### src/rtl/tcycle_pkg.sv
`timescale 1ns/1ps
package tcycle_pkg;

  localparam int StateWidth = 3;

  typedef logic [StateWidth-1:0] code_t;

  // Strobes sent from control to the datapath each cycle
  typedef struct packed {
    logic  clear;
    code_t toggle;
  } strobe_t;

  // Successor of every code; unused codes fall back to the loop start
  function automatic code_t nextCode(input code_t cur);
    code_t nxt;
    unique case (cur)
      3'b000:  nxt = 3'b001;
      3'b001:  nxt = 3'b011;
      3'b011:  nxt = 3'b111;
      3'b111:  nxt = 3'b110;
      3'b110:  nxt = 3'b100;
      3'b100:  nxt = 3'b000;
      default: nxt = 3'b000;  // 010 and 101 rejoin at 000
    endcase
    return nxt;
  endfunction

endpackage

### src/rtl/tcycle_ctrl.sv
`timescale 1ns/1ps
module tcycle_ctrl
  import tcycle_pkg::*;
(
  input  logic    rst,
  input  logic    countEn,
  input  code_t   curState,
  output strobe_t strobe
);

  code_t wantState;

  always_comb begin
    wantState    = nextCode(curState);
    strobe.clear = rst;
    // T input of each cell: present bit XOR desired bit
    strobe.toggle = countEn ? (curState ^ wantState) : '0;
  end

endmodule

### src/rtl/tcycle_datapath.sv
`timescale 1ns/1ps
module tcycle_datapath
  import tcycle_pkg::*;
#(
  parameter code_t START_CODE = 3'b000
) (
  input  logic    clk,
  input  strobe_t strobe,
  output code_t   curState
);

  for (genvar b = 0; b < StateWidth; b++) begin : g_cell
    logic cellQ;
    always_ff @(posedge clk) begin
      if (strobe.clear)          cellQ <= START_CODE[b];
      else if (strobe.toggle[b]) cellQ <= ~cellQ;
    end
    assign curState[b] = cellQ;
  end

endmodule

### src/rtl/tcycle_counter.sv
`timescale 1ns/1ps
module tcycle_counter
  import tcycle_pkg::*;
#(
  parameter logic [2:0] START_CODE = 3'b000
) (
  input  logic       clk,
  input  logic       rst,
  input  logic       countEn,
  output logic [2:0] state
);

  strobe_t ctrlStrobe;
  code_t   curState;

  tcycle_ctrl ctrl_i (
    .rst      (rst),
    .countEn  (countEn),
    .curState (curState),
    .strobe   (ctrlStrobe)
  );

  tcycle_datapath #(.START_CODE(START_CODE)) dp_i (
    .clk      (clk),
    .strobe   (ctrlStrobe),
    .curState (curState)
  );

  assign state = curState;

endmodule

### config.mk
export PLATFORM = sky130hd
export DESIGN_NAME = tcycle_counter
export DESIGN_NICKNAME = d
export VERILOG_FILES = /design/src/rtl/tcycle_pkg.sv /design/src/rtl/tcycle_ctrl.sv /design/src/rtl/tcycle_datapath.sv /design/src/rtl/tcycle_counter.sv
export SDC_FILE = /design/constraint.sdc
export NUM_CORES = 1
export LEC_CHECK = 0
export BUFFER_PORTS_ARGS = -buffer_cell sky130_fd_sc_hd__buf_2
export CORE_AREA = 3 3 40 42
export CTS_CLUSTER_SIZE = 40
export DETAILED_ROUTE_END_ITERATION = 12
export DIE_AREA = 0 0 43 45
export GPL_TIMING_DRIVEN = 1
export PLACE_DENSITY = 0.3
export SYNTH_ARGS = -nofsm -noshare
export SYNTH_HDL_FRONTEND = slang
export SYNTH_SLANG_ARGS = --single-unit
### constraint.sdc
create_clock -name clk -period 1.4 [get_ports clk]
set_input_delay 0.14 -clock clk [delete_from_list [all_inputs] [get_ports clk]]
set_output_delay 0.14 -clock clk [all_outputs]
set_load 0.01 [all_outputs]
* Yosys cells after proc, flatten, opt, wreduce, memory -nomap -nowiden
Cells that the tools add are included.
Storage, ports and cells: bits of input ports 3, bits in registers 3
Operators by class: reduce and logical (&&, ||, !) cells 1, multiplexer cells 2, bitwise operators 4, eq/ne operators 4
Operators with widths (number):
- one-hot mux 3 bit (5 select lines) | 1
- == test 3 bit, second input constant | 2
- == test 3 x 1 -> 1 bit, second input constant | 1
- == test 3 x 2 -> 1 bit, second input constant | 1
- logical NOT 3 bit | 1
- two-way mux 3 bit | 1
- NOT 1 bit | 3
- bitwise XOR 3 bit | 1

* Depth between registers and ports, before layout
Gate-level depths: netlist (run 1).
word-level depth 4, mapped depth 2

* Modules after synthesis
A second synthesis (run 1) with hierarchy kept.
Unflattened totals: cell total of the unflattened synthesis 22, area, all modules 186.4 um^2
By module, submodules not included:
- tcycle_datapath | instances 1, area an instance 120.1 um^2, cells each 12
- tcycle_ctrl | instances 1, area an instance 66.3 um^2, cells each 10

* Worst setup path before layout (run 1)
OpenSTA, ideal clock, no wires.
path kind reg-to-reg, from register dp_i.g_cell[1].cellQ, to register dp_i.g_cell[0].cellQ, data arrival time 0.659 ns, cell stages (with the launch flop) 3, slack 0.627 ns, library setup time 0.115 ns, clock period less this slack 0.773 ns, cells stage by stage dfxtp_1 and2b_1 o21a_1
Between the ends: word-level cells in the longest chain between the ends 4, elaborated cells between the ends (all ways) 8, those cells by class 4 x eq/ne; 2 x mux; 1 x bitwise; 1 x reduce/logical
Ends and longest elaborated chain:
- from (decl) | RTL line tcycle_datapath.sv:13 | logic cellQ;
- from (signal assigned) | RTL line tcycle_datapath.sv:15 | if (strobe.clear) cellQ <= START_CODE[b];
- from (signal assigned) | RTL line tcycle_datapath.sv:16 | else if (strobe.toggle[b]) cellQ <= ~cellQ;
- == test 3 bit (tied with other cells) | RTL line tcycle_pkg.sv:17 | unique case (cur)
- one-hot mux 3 bit (5 select lines) (*) | RTL line tcycle_pkg.sv:17
- bitwise XOR 3 bit (*) | RTL line tcycle_ctrl.sv:17 | strobe.toggle = countEn ? (curState ^ wantState) : '0;
- two-way mux 3 bit (*) | RTL line tcycle_ctrl.sv:17
- to (signal assigned) | RTL line tcycle_datapath.sv:15
- to (signal assigned) | RTL line tcycle_datapath.sv:16
- to (decl) | RTL line tcycle_datapath.sv:13
Every way passes the cells marked *; elsewhere a longest branch is shown, timed or not. A chain may end at the register's enable or synchronous reset.

* Worst setup path in the final report (run 1)
from register dp_i.g_cell[0].cellQ, to output port state[0]
RTL lines:
- to (decl) | RTL line tcycle_counter.sv:10 | output logic [2:0] state
No word-level cell between the ends.

==> impl_results.md, run 1 <==
* Setup tns final at 0 ps
* H-tree depth at 1
* Ratio of cells with drive above 1 in the final layout at 47.6%
* Remaining Overflow, GRT at 0
* Leakage at approximately 0.085 nW
* Root Buffer: clkbuf_4
* Pwr dens at roughly 1400 nW/um^2
* Vias in the first global route at roughly 110
* Antenna Nets Post-Route at 0
* Leading cell type in the layout, fill and taps excluded: buf_2
* 1st-iter DRT viols at 0
* Mapped Avg Cell Area at about 10 sq um
* Clock Skew at around 2.3 ps
* Crit end category: output port
* CP peak stage delay at between 300 and 400 ps
* Top reg by flops: dp_i.g_cell.cellQ
* Commonest cells after routing, fill and taps aside: buf_2, clkbuf_4, dfxtp_1
* Die width at between 40 and 50 microns
* GRT Overall Usage at around 3.4%
* WP data arrival at roughly 740 ps
* Reg power frac at roughly a third
* First-pass GRT wire length at 393 microns
* Final net count at 25
* Worst path cell trace: buf_2
* Num CTS Buffers at 3
* CP required at about 1300 ps
* Vias/cell at 3.17
* Starting Density at a little under an eighth
* RSZ-0062 raised after global routing: false
* Die Ht at approximately 45 microns
* Routed WL per cell at approximately 7.1 microns
* Fin util at roughly 15%
* Max Fclk at between 1 and 1.5 GHz
* Routability cong. at about 0.60
* CP delay by family, top: flip-flops
* #FFs+latches synth at 3
* Yosys cell types at 9
* Final Hold Slack at 113 ps
* Synth area leader: dfxtp_1
* Mapped Cells at 15
* Simple-Gate Fraction of Synth Area at 16.2%
* Worst path depth at 1
* Clock latency on the worst-skew pair at 230 ps
* ANT cells at 0
* Post-route clock period utilization at 62.6%
* CP Max Fanout at 4
* CP Class: flip-flop to output port
* Post-Synth XOR/XNOR Area at 0%
* Post-layout minimum cycle time at 876 ps
* Placement Cell Area at 168 sq um
* Top cell type's share of synthesized area at between 40% and 50%
* Drt pass-1 iters at 1
* WP buf/inv at 1
* Max FFs per register at 3
* Syn_nets at 18
* Main combinational cell family by area after synthesis: compound AO/OA/AOI/OAI gates
* Drt drc at 0
* Endpoints failing setup at 0
* Clock power frac at approximately 55%
* Top Registers: dp_i.g_cell.cellQ: 3 flops
* Post-synthesis compound-gate area fraction at about 22%
* Number of port buffers at 5
* CTS tree: done
* Largest cells by area after synthesis: dfxtp_1, buf_4, a221oi_2
* Post-CTS setup buffer count at 0
* Hold Crit Class: primary input to flip-flop
* Outcome: finished clean
* Worst vdd ir at ~0.00017 V
* Final hold viol count at 0
* Final non-filler cell area at 194 sq um
* Final WL at about 260 microns
* Power share of the combinational group at around a tenth
* CTS sink cnt at 3
* Reg clk slew, reported paths at 40 ps
* R2r worst-path depth at 2
* Slowest-stage cell, CP: dfxtp_1
* Least-Margin Pin Slew at about 170 ps
* Die Footprint at 1940 sq um
* Total number of yosys warnings at 0
* I/O pin count at 6
* Post-synthesis mux area share at 0%
* Clk buf depth at 2
* Max-cap violations at 0
* Switching share of power at 23.2%
* Core area at approximately 1300 sq um
* Row Count at 13
* Largest net degree at the start of global routing at 6
* CTS Hold Bufs at 0
* Sw power at roughly 64 uW
* Startpoint Class: flip-flop
* Mapped Area at roughly 150 sq um
* Register area share after synthesis at about two fifths
* Internal power at ~210 uW
* Cts repair resizes at 0
* Hold path depth at 2
* Area grow syn2layout at 32.5%
* Via count at roughly 110
* Post-Synth Adder-Cell Area at 0%
* Count of final max-slew check failures at 0
* Antenna violations before repair at 0
* Rel. slew slack at between 80% and 90%
[cells in the mapped netlist]
master,n
dfxtp_1,3
a221oi_2,1
a21oi_1,2
nor3_2,1
o21a_1,1
inv_1,2
nand2b_1,1
buf_4,3
and2b_1,1
[power groups by stage]
stage	sequential, mW	clock (mW)	combinational [mW]
4_1_cts	0.0963	0.160	0.0297
6_report	0.0963	0.152	0.0288
5_1_grt	0.0977	0.169	0.0319
3_5_place_dp	0.0976	0	0.0297
2_1_floorplan	0.0969	0	0.0248
3_3_place_gp	0.0978	0	0.0297
[stage by stage]
step           power [mW]  std cells  worst slack (ps)
2_1_floorplan       0.122         15               627
3_3_place_gp        0.128         32               598
3_5_place_dp        0.127         32               610
4_1_cts             0.286         36               507
5_1_grt             0.298         36               472
6_report            0.277         36               524
[final cells by class]
class | count | area, sq um
clock buffer | 4 | 26.3
tap | 15 | 18.8
timing repair buffer | 5 | 25.0
inverter | 2 | 7.51
sequential | 3 | 60.1
multi-input combinational | 7 | 56.3
fill | 151 | 1090
[metal layers]
metal | up-vias | track usage (%) | part of all wire, %
li1 | 58 | - | -
met1 | 51 | 2.16 | 33
met2 | 5 | 3.59 | 56
met3 | 0 | 3.19 | 11
met4 | 0 | 7.23 | 0
met5 | - | 0 | 0
[cells by family after synthesis]
logic type | after synthesis
simple gates | 3
flops | 3
buf+inv | 5
compound gates | 4
[final timing paths]
check                            start              endpoint  slack [ps]
hold reg to reg   dp_i.g_cell[1].cellQ  dp_i.g_cell[1].cellQ         470
hold / removal                     rst  dp_i.g_cell[1].cellQ         110
setup reg to reg  dp_i.g_cell[1].cellQ  dp_i.g_cell[0].cellQ         610
setup / recovery  dp_i.g_cell[0].cellQ              state[0]         520
Note: power is estimated with default switching activity, not from simulation.
==> inputs of run 2 (changes only) <==
clock period = 0.8 ns   (was 1.4 ns; I/O delays follow)
==> impl_results.md, run 2 (synthesized netlist as in run 1, its figures left out) <==
* Endpoints failing setup at 0 (unchanged)
* Startpoint Class: flip-flop
* # fillers at 148 (-2.0%)
* CP Max Fanout at 3 (-1)
* RSZ-0062 raised after global routing: true
* Worst vdd ir at 0.000439 V (+170%)
* Slowest-stage cell, CP: dfxtp_2
* Reg power frac at 34.6% (-0.2 points)
* Via count at 116 (+1.8%)
* Largest net degree at the start of global routing at 6 (unchanged)
* Top reg by flops: dp_i.g_cell.cellQ
* Hold Crit Class: primary input to flip-flop
* Top Registers: dp_i.g_cell.cellQ: 3 flops
* CTS sink cnt at 3 (unchanged)
* CTS tree: done
* Max-cap violations at 0 (unchanged)
* Final net count at 25 (unchanged)
* Die Ht at 45 microns (unchanged)
* Final non-filler cell area at 213 sq um (+9.7%)
* Worst path cell trace: and2b_1, o21a_1
* Drt drc at 0 (unchanged)
* Num CTS Buffers at 3 (unchanged)
* Pwr dens at 2340 nW/um^2 (+64%)
* CP delay by family, top: flip-flops
* Vias in the first global route at 107 (-3.6%)
* H-tree depth at 1 (unchanged)
* Internal power at 380 uW (+79%)
* Placement Cell Area at 168 sq um (unchanged)
* Count of final max-slew check failures at 0 (unchanged)
* Max Fclk at ~1.3 GHz
* CP Class: flip-flop to flip-flop
* Vias/cell at 3.22 (+1.8%)
* Starting Density at 11.4% (unchanged)
* Die width at 43 microns (unchanged)
* Crit end category: flip-flop
* Drt pass-1 iters at 2 (+1)
* Remaining Overflow, GRT at 0 (unchanged)
* WP data arrival at 910 ps (+170 ps)
* Root Buffer: clkbuf_4
* Antenna Nets Post-Route at 0 (unchanged)
* Core area at 1280 sq um (unchanged)
* Number of port buffers at 5 (unchanged)
* Leakage at 0.0889 nW (+4.1%)
* Least-Margin Pin Slew at 171 ps (-0.779 ps)
* Die Footprint at 1940 sq um (unchanged)
* Clock power frac at 53.7% (-1.1 points)
* Final hold viol count at 0 (unchanged)
* CP peak stage delay at 320 ps (-40 ps)
* Post-route clock period utilization at 98.3%
* Clk buf depth at 2 (unchanged)
* First-pass GRT wire length at 427 microns (+8.7%)
* Ratio of cells with drive above 1 in the final layout at 61.9% (+14 points)
* Max FFs per register at 3 (unchanged)
* Commonest cells after routing, fill and taps aside: clkbuf_4, buf_2
* Sw power at 117 uW (+82%)
* WP buf/inv at 0 (-1)
* Clock latency on the worst-skew pair at 230 ps (about the same)
* GRT Overall Usage at 3.91% (+0.51 points)
* Row Count at 13 (unchanged)
* Routed WL per cell at 8.36 microns (+18%)
* Rel. slew slack at 88.6% (about the same)
* Final WL at 301 microns (+18%)
* I/O pin count at 6 (unchanged)
* Clock Skew at 3.13 ps (+0.848 ps)
* Post-CTS setup buffer count at 0 (unchanged)
* CP required at 920 ps (-340 ps)
* Power share of the combinational group at 11.7% (+1.3 points)
* Outcome: finished clean
* Antenna violations before repair at 0 (unchanged)
* Reg clk slew, reported paths at 40 ps (about the same)
* Total power at 498 uW (+80%)
* Post-layout minimum cycle time at 787 ps
* Final Hold Slack at 46.1 ps (-67.2 ps)
* Switching share of power at 23.5% (+0.33 points)
* 1st-iter DRT viols at 1 (+1)
* Routability cong. at 0.618 (+2.8%)
* Area grow syn2layout at 45.3%
* ANT cells at 0 (unchanged)
## run 2: what timing repair did
item / 4_1_cts / 5_1_grt
gates resized for setup: 4 / 2
hold buffers: 0 / 0
pin swaps: 0 / 0
setup endpoints to repair: 3 / 3
## run 2: area by class of cell
| type | instances | area (sq um) | area share [%] |
|---|---|---|---|
| tap | 15 | 18.8 | 8.82 |
| multi-input combinational | 7 | 56.3 | 26.5 |
| timing repair buffer | 5 | 37.5 | 17.6 |
| clock buffer | 4 | 26.3 | 12.4 |
| sequential | 3 | 66.3 | 31.2 |
| inverter | 2 | 7.51 | 3.53 |
## run 2: final timing paths
check	startpoint	end	slack, ps	depth (start not counted)
worst max-delay path	dp_i.g_cell[1].cellQ	dp_i.g_cell[0].cellQ	10	2
worst min-delay path	rst	dp_i.g_cell[1].cellQ	50	2
worst max register to register	dp_i.g_cell[1].cellQ	dp_i.g_cell[0].cellQ	10	2
worst min register to register	dp_i.g_cell[1].cellQ	dp_i.g_cell[1].cellQ	460	2
## run 2: metrics by stage
stage                     util (%)  instances  setup slack (ps)  setup TNS, ps
after floorplan                  -         15              26.5              0
after global placement        13.0         32              17.0              0
after detailed placement      13.0         32             -12.0          -12.0
after CTS                     15.9         36              6.83              0
after global routing          16.6         36             -17.7          -36.3
final                         16.6         36              13.3              0
## run 2: power by group through the flow
stage	combinational, mW	clock, mW	sequential, mW
floorplan	0.0434	0	0.170
global placement	0.0525	0	0.171
detailed placement	0.0521	0	0.172
CTS	0.0573	0.283	0.172
global route	0.0631	0.297	0.174
finish	0.0584	0.267	0.172
## run 2: routing by layer
| layer | track usage [%] | vias to the layer above | wire length [microns] |
|---|---|---|---|
| li1 | - | 59 | - |
| met1 | 2.41 | 54 | 112 |
| met2 | 4.49 | 3 | 165 |
| met3 | 3.98 | 0 | 23 |
| met4 | 7.23 | 0 | 0 |
| met5 | 0 | - | 0 |
